$ cat src/rtl/cart_pkg.sv
package cart_pkg;
  typedef enum logic [1:0] {RT_OPEN, RT_ROM, RT_RAM, RT_CLK} route_t;
  localparam logic [2:0] RG_ENABLE  = 3'b000;
  localparam logic [2:0] RG_ROMBANK = 3'b001;
  localparam logic [2:0] RG_SELECT  = 3'b010;
  localparam logic [2:0] RG_LATCH   = 3'b011;
  localparam logic [2:0] RG_XWIN    = 3'b101;
endpackage

$ cat src/rtl/cart_ctrl_regs.sv
module cart_ctrl_regs #(
  parameter int ROM_BANK_W = 7,
  parameter int RAM_BANK_W = 2,
  parameter int CLK_REGS   = 5,
  parameter int SEL_W      = 3
) (
  input  logic                  clk,
  input  logic                  rst,
  input  logic                  wr,
  input  logic [15:0]           addr,
  input  logic [7:0]            wdata,
  output logic                  ram_en,
  output logic [ROM_BANK_W-1:0] rom_bank,
  output logic [RAM_BANK_W-1:0] ram_bank,
  output logic                  clk_mode,
  output logic [SEL_W-1:0]      clk_sel,
  output logic                  latch_pulse
);
  import cart_pkg::*;
  localparam logic [7:0] RAM_MAX = 8'((1 << RAM_BANK_W) - 1);
  localparam logic [7:0] CLK_LO  = 8'd8;
  localparam logic [7:0] CLK_HI  = 8'(8 + CLK_REGS - 1);

  logic [7:0] prev_latch;
  logic [7:0] sel_ofs;
  logic       hit_en, hit_bank, hit_sel, hit_latch;

  assign hit_en    = wr && (addr[15:13] == RG_ENABLE);
  assign hit_bank  = wr && (addr[15:13] == RG_ROMBANK);
  assign hit_sel   = wr && (addr[15:13] == RG_SELECT);
  assign hit_latch = wr && (addr[15:13] == RG_LATCH);
  assign sel_ofs   = wdata - CLK_LO;

  always_ff @(posedge clk) begin
    if (rst) begin
      ram_en      <= 1'b0;
      rom_bank    <= ROM_BANK_W'(1);
      ram_bank    <= '0;
      clk_mode    <= 1'b0;
      clk_sel     <= '0;
      prev_latch  <= 8'h01;
      latch_pulse <= 1'b0;
    end else begin
      latch_pulse <= 1'b0;
      if (hit_en)
        ram_en <= (wdata[3:0] == 4'hA);
      if (hit_bank)
        rom_bank <= (wdata == 8'h00) ? ROM_BANK_W'(1) : wdata[ROM_BANK_W-1:0];
      if (hit_sel) begin
        if (wdata <= RAM_MAX) begin
          clk_mode <= 1'b0;
          ram_bank <= wdata[RAM_BANK_W-1:0];
        end else if (wdata >= CLK_LO && wdata <= CLK_HI) begin
          clk_mode <= 1'b1;
          clk_sel  <= sel_ofs[SEL_W-1:0];
        end
      end
      if (hit_latch) begin
        latch_pulse <= (prev_latch == 8'h00) && (wdata == 8'h01);
        prev_latch  <= wdata;
      end
    end
  end


  reset_state_chk: assert property (@(posedge clk) disable iff (rst)
    $past(rst) |-> (rom_bank == ROM_BANK_W'(1) && ram_bank == '0 && !ram_en && !clk_mode));


  rom_bank_load_chk: assert property (@(posedge clk) disable iff (rst)
    (hit_bank && wdata != 8'h00) |=> (rom_bank == $past(wdata[ROM_BANK_W-1:0])));


  latch_single_chk: assert property (@(posedge clk) disable iff (rst)
    latch_pulse |=> !latch_pulse);
endmodule

$ cat src/rtl/cart_addr_map.sv
module cart_addr_map #(
  parameter int ROM_BANK_W = 7,
  parameter int ROM_OFS_W  = 14,
  parameter int RAM_BANK_W = 2,
  parameter int RAM_OFS_W  = 13,
  parameter int ROM_AW     = ROM_BANK_W + ROM_OFS_W,
  parameter int RAM_AW     = RAM_BANK_W + RAM_OFS_W
) (
  input  logic                  clk,
  input  logic                  rst,
  input  logic                  rd,
  input  logic                  wr,
  input  logic [15:0]           addr,
  input  logic [7:0]            wdata,
  input  logic                  ram_en,
  input  logic [ROM_BANK_W-1:0] rom_bank,
  input  logic [RAM_BANK_W-1:0] ram_bank,
  input  logic                  clk_mode,
  output logic [ROM_AW-1:0]     rom_addr,
  output logic                  rom_rd_en,
  output logic [RAM_AW-1:0]     ram_addr,
  output logic                  ram_rd_en,
  output logic                  ram_wr_en,
  output logic [7:0]            ext_wdata,
  output logic                  clk_rd_en,
  output logic                  clk_wr_en,
  output cart_pkg::route_t      route
);
  import cart_pkg::*;
  logic in_rom, in_win, win_open;

  assign in_rom   = (addr[15] == 1'b0);
  assign in_win   = (addr[15:13] == RG_XWIN);
  assign win_open = in_win && ram_en;

  always_ff @(posedge clk) begin
    if (rst) begin
      rom_addr  <= '0;
      rom_rd_en <= 1'b0;
      ram_addr  <= '0;
      ram_rd_en <= 1'b0;
      ram_wr_en <= 1'b0;
      ext_wdata <= '0;
      clk_rd_en <= 1'b0;
      clk_wr_en <= 1'b0;
      route     <= RT_OPEN;
    end else begin
      rom_rd_en <= rd && in_rom;
      ram_rd_en <= rd && win_open && !clk_mode;
      ram_wr_en <= wr && win_open && !clk_mode;
      clk_rd_en <= rd && win_open && clk_mode;
      clk_wr_en <= wr && win_open && clk_mode;
      if (rd && in_rom)
        rom_addr <= {(addr[14] ? rom_bank : ROM_BANK_W'(0)), addr[ROM_OFS_W-1:0]};
      if ((rd || wr) && win_open && !clk_mode)
        ram_addr <= {ram_bank, addr[RAM_OFS_W-1:0]};
      if (wr)
        ext_wdata <= wdata;
      if (rd) begin
        if (in_rom)        route <= RT_ROM;
        else if (!win_open) route <= RT_OPEN;
        else if (clk_mode) route <= RT_CLK;
        else               route <= RT_RAM;
      end
    end
  end


  xwin_gate_chk: assert property (@(posedge clk) disable iff (rst)
    (ram_rd_en || ram_wr_en || clk_rd_en || clk_wr_en) |-> $past(ram_en));


  rom_fixed_chk: assert property (@(posedge clk) disable iff (rst)
    (rd && in_rom && !addr[14]) |=> (rom_rd_en && rom_addr[ROM_AW-1:ROM_OFS_W] == '0));


  unmapped_quiet_chk: assert property (@(posedge clk) disable iff (rst)
    ((rd || wr) && addr[15] && !in_win) |=>
      !(rom_rd_en || ram_rd_en || ram_wr_en || clk_rd_en || clk_wr_en));
endmodule

$ cat src/rtl/cart_rd_mux.sv
module cart_rd_mux (
  input  cart_pkg::route_t route,
  input  logic [7:0]       rom_rdata,
  input  logic [7:0]       ram_rdata,
  input  logic [7:0]       clk_rdata,
  output logic [7:0]       cpu_rdata
);
  import cart_pkg::*;
  always_comb begin
    case (route)
      RT_ROM:  cpu_rdata = rom_rdata;
      RT_RAM:  cpu_rdata = ram_rdata;
      RT_CLK:  cpu_rdata = clk_rdata;
      default: cpu_rdata = 8'hFF;
    endcase
  end
endmodule

$ cat src/rtl/cart_bank_ctrl.sv
module cart_bank_ctrl #(
  parameter int ROM_BANK_W = 7,
  parameter int ROM_OFS_W  = 14,
  parameter int RAM_BANK_W = 2,
  parameter int RAM_OFS_W  = 13,
  parameter int CLK_REGS   = 5,
  localparam int SEL_W     = $clog2(CLK_REGS),
  localparam int ROM_AW    = ROM_BANK_W + ROM_OFS_W,
  localparam int RAM_AW    = RAM_BANK_W + RAM_OFS_W
) (
  input  logic              clk,
  input  logic              rst,
  input  logic [15:0]       cpu_addr,
  input  logic [7:0]        cpu_wdata,
  input  logic              cpu_rd,
  input  logic              cpu_wr,
  output logic [7:0]        cpu_rdata,
  output logic [ROM_AW-1:0] rom_addr,
  output logic              rom_rd_en,
  input  logic [7:0]        rom_rdata,
  output logic [RAM_AW-1:0] ram_addr,
  output logic              ram_rd_en,
  output logic              ram_wr_en,
  input  logic [7:0]        ram_rdata,
  output logic [7:0]        ext_wdata,
  output logic [SEL_W-1:0]  clk_sel,
  output logic              clk_rd_en,
  output logic              clk_wr_en,
  output logic              clk_latch,
  input  logic [7:0]        clk_rdata
);
  logic                  ram_en, clk_mode;
  logic [ROM_BANK_W-1:0] rom_bank;
  logic [RAM_BANK_W-1:0] ram_bank;
  cart_pkg::route_t      route;

  cart_ctrl_regs #(
    .ROM_BANK_W(ROM_BANK_W), .RAM_BANK_W(RAM_BANK_W),
    .CLK_REGS(CLK_REGS), .SEL_W(SEL_W)
  ) regs_i (
    .clk(clk), .rst(rst), .wr(cpu_wr), .addr(cpu_addr), .wdata(cpu_wdata),
    .ram_en(ram_en), .rom_bank(rom_bank), .ram_bank(ram_bank),
    .clk_mode(clk_mode), .clk_sel(clk_sel), .latch_pulse(clk_latch)
  );

  cart_addr_map #(
    .ROM_BANK_W(ROM_BANK_W), .ROM_OFS_W(ROM_OFS_W),
    .RAM_BANK_W(RAM_BANK_W), .RAM_OFS_W(RAM_OFS_W)
  ) map_i (
    .clk(clk), .rst(rst), .rd(cpu_rd), .wr(cpu_wr), .addr(cpu_addr),
    .wdata(cpu_wdata), .ram_en(ram_en), .rom_bank(rom_bank),
    .ram_bank(ram_bank), .clk_mode(clk_mode), .rom_addr(rom_addr),
    .rom_rd_en(rom_rd_en), .ram_addr(ram_addr), .ram_rd_en(ram_rd_en),
    .ram_wr_en(ram_wr_en), .ext_wdata(ext_wdata), .clk_rd_en(clk_rd_en),
    .clk_wr_en(clk_wr_en), .route(route)
  );

  cart_rd_mux mux_i (
    .route(route), .rom_rdata(rom_rdata), .ram_rdata(ram_rdata),
    .clk_rdata(clk_rdata), .cpu_rdata(cpu_rdata)
  );
endmodule

$ cat config.mk
export PLATFORM = sky130hd
export DESIGN_NAME = cart_bank_ctrl
export DESIGN_NICKNAME = d
export VERILOG_FILES = /design/src/rtl/cart_pkg.sv /design/src/rtl/cart_ctrl_regs.sv /design/src/rtl/cart_addr_map.sv /design/src/rtl/cart_rd_mux.sv /design/src/rtl/cart_bank_ctrl.sv
export SDC_FILE = /design/constraint.sdc
export NUM_CORES = 1
export LEC_CHECK = 0
export ABC_AREA = 1
export BUFFER_PORTS_ARGS = -buffer_cell sky130_fd_sc_hd__buf_2
export CORE_MARGIN = 2
export CORE_UTILIZATION = 45
export CTS_BUF_LIST = sky130_fd_sc_hd__clkbuf_8
export DETAILED_ROUTE_END_ITERATION = 10
export PLACE_DENSITY = 0.8
export SYNTH_ARGS = -nofsm -noshare
export SYNTH_HDL_FRONTEND = slang
export SYNTH_HIERARCHICAL = 1
export SYNTH_SLANG_ARGS = --single-unit
$ cat constraint.sdc
create_clock -name clk -period 1 [get_ports clk]
set_input_delay 0.1 -clock clk [delete_from_list [all_inputs] [get_ports clk]]
set_output_delay 0.1 -clock clk [all_outputs]
set_load 0.005 [all_outputs]
==> flow_metrics.py <==
metrics = {
    "timing": {
        "finalSetupTns_ps": -2310,
        "fin_crit_sh_pct": 129,
        "fin_skew_ps": 12.1,
        "slew_viol_final": 0,
        "max_freq_ghz": 0.776,
        "finalHoldViolations": 0,
        "finalSetupViolations": 22,
        "worst_slew_pin_slew_ps": 268,
        "rsz0062_at_grt": "yes",
        "holdWs_ps": 46.1,
        "max_slew_margin_pct": 82.1,
        "timing.final.ws_setup_ps": -289,
        "fin_crit_ps": 1290,
    },
    "routing": {
        "vias_per_cell": 5.07,
        "wl_um": 8610,
        "dr.first_iter.drc_count": 107,
        "wl_per_cell_um": 13.8,
        "drc": 0,
        "ant_nets": 0,
        "vias": 3168,
        "dr.pass1.iters": 4,
    },
    "logic_synthesis": {
        "synthArstFlopShare_pct": 0,
        "synth_fa_ha_area_share_pct": 0,
        "synthMuxAreaShare_pct": 0,
        "ys.flop_type": "dfxtp_1",
        "synth_edf_count": 0,
        "synth_area_leaders": "dfxtp_1 48%, a21oi_1 7.3%, nand3_1 7.1%",
        "synthSimpleGateAreaFrac_pct": 26.2,
        "synth_compound_area_share_pct": 16.9,
        "synth_xor_area_share_pct": 0,
        "synth_most_common_cell": "dfxtp_1",
        "syn_inst": 405,
        "synth_cell_types": 30,
        "yosysTopAreaCellShare_pct": 47.8,
        "syn-cell-area_um2": 3100,
        "synth_nets": 457,
        "ys_seq_elements": 74,
        "avgSynthCellArea_um2": 7.66,
        "yosys.area.top_type": "dfxtp_1",
        "yosysWarnings": 6,
        "synth_top_family_by_area": "simple AND/OR/NAND/NOR gates",
        "ys_top_cells_by_count": "74 x dfxtp_1, 57 x nor2_1, 54 x nand2_1",
        "ys_seq_area_share_pct": 47.8,
    },
    "floorplanning": {
        "rows": 30,
        "core_area_um2": 6720,
        "die_h_um": 87.0,
        "start_util_pct": 46.2,
        "die_area_um2": 7570,
        "dieWidth_um": 87.0,
        "ios": 113,
    },
    "finish": {
        "finalNetCount": 592,
        "fillers": 574,
        "syn_to_final_growth_pct": 39.0,
        "diodes": 0,
        "multi_input_area_um2": 1460,
        "drive_gt1_share_pct": 38.0,
        "final_cells": 625,
        "register_area_um2": 1490,
    },
    "status": {
        "violations": "negative setup slack",
        "status": "finished with violations",
    },
    "worst_setup_path": {
        "setup.worst_path.end_class": "primary output",
        "max_stage_delay_ps": 370,
        "crit_slowest_cell": "dfxtp_4",
        "worstPathArrival_ps": 1190,
        "critical_path_class": "reg2out",
        "crit_chain": "buf_12, o21bai_2, nand3_2, buf_2",
        "cp_data_required_time_ps": 900,
        "reg2reg_from": "regs_i/ram_en$_SDFFE_PP0P_",
        "critPathMaxFanout": 8,
        "start_kind": "flop",
        "startpoint": "map_i/route[1]$_SDFFE_PP0P_",
    },
    "hold_path": {
        "min_from": "cpu_wdata[2]",
        "hp-class": "in2reg",
    },
    "clock_tree": {
        "cts.sinks": 74,
        "clk_path_buf_depth": 2,
        "h-tree-depth": 3,
        "tritoncts": "built",
        "clkTransAtPathRegs_ps": 80,
        "cts-root-buf": "clkbuf_8",
        "cts_buffers": 9,
        "insertion_delay_ps": 340,
    },
    "global_routing": {
        "overflow": 0,
        "antenna_found_initial": 0,
        "grt_pass1_wl_um": 13100,
        "grt_pass1_vias": 2864,
        "grt_max_degree": 39,
        "grt_usage_pct": 21.9,
    },
    "power_and_ir_drop": {
        "ir_worst_vdd_uv": 1190,
        "power_leakage_nw": 2.04,
        "p_total_w": 0.00605,
        "power.density_nw_per_um2": 1400,
    },
    "run": {
        "cap_violations": 0,
    },
    "place": {
        "dp_hpwl_um": 5950,
        "placed_cells": 604,
        "io_buffers": 112,
        "place_congestion": 0.815,
    },
}
## metal layers
layer | GRT usage, % | share of wire (%)
met2 | 34.5 | 48
met5 | 0 | 0
met1 | 28.0 | 43
met4 | 9.09 | 1.3
met3 | 6.35 | 7.0
## critical path: cells and delay by family, from the launching register on
kind                   cells  cell delay [ps]
buffers and inverters      2              240
AOI/OAI and AO/OA          1              190
and+or+nand+nor            1               60
DFF                        1              370
## cells by family (layout without fill, tap and decap cells)
family	Yosys count	in the layout
flip-flops	74	74
AND/OR/NAND/NOR	175	175
AO/OA/AOI/OAI	99	99
buffers and inverters	57	197
## final timing paths
kind,depth (start not counted),end,slack [ps]
max,4,cpu_rdata[2],-290
min reg2reg,2,regs_i/prev_latch[1]$_SDFFE_PP0N_,470
min,3,map_i/ext_wdata[2]$_SDFFE_PP0P_,50
max reg2reg,6,map_i/ram_addr[6]$_SDFFE_PP0P_,-40
## layout by cell type (no fill, tap or decap), types with 3 or more instances in the layout
cell type	netlist	layout
o21ai_0	43	43
nand3_1	44	29
a21oi_1	45	43
nor2_2	2	3
nor2_1	57	56
buf_12	0	6
o21bai_1	6	6
dfxtp_1	74	71
buf_2	9	111
clkbuf_8	0	9
nand2_1	54	50
nand2_2	2	4
nand3_2	4	18
nor3_2	1	3
nand2_4	2	4
inv_1	31	32
buf_4	4	22
clkinvlp_4	0	3
## flip-flops by register name (all words and copies together), names as in the netlist, 2 cells and up
signal / count
map_i/ram_addr: 15
regs_i/prev_latch: 8
map_i/route: 2
regs_i/clk_sel: 3
map_i/rom_addr: 21
regs_i/rom_bank: 7
regs_i/ram_bank: 2
map_i/ext_wdata: 8
## stage by stage
step	area [um2]	utilization (%)	setup WS, ps
6_report	4310	64.2	-289
5_1_grt	4310	64.2	-343
4_1_cts	4230	62.9	-295
3_3_place_gp	3890	57.9	-28.5
3_5_place_dp	3890	57.9	-94.5
2_1_floorplan	3100	-	29.8
## power by group
part | internal [W] | total, W | switching (W)
sequential | 0.00303 | 0.00308 | 0.0000472
clock | 0.00115 | 0.00228 | 0.00113
combinational | 0.000295 | 0.000691 | 0.000396
total | 0.00448 | 0.00605 | 0.00157
## what timing repair did
item	in CTS	in global routing
gates resized for setup	19	25
hold buffers	1	0
buffers inserted	2	1
gates cloned	2	1
setup endpoints to repair	27	27
hold endpoints to repair	1	0
pin swaps	10	9
## area by class of cell
type	count	share of cell area, %
Sequential cell	74	34.6
Multi-Input combinational cell	274	34.0
Timing Repair Buffer	144	21.2
Inverter	37	3.48
Clock buffer	9	2.87
Tap cell	80	2.32
Clock inverter	7	1.63
(Power assumes the default switching activity.)
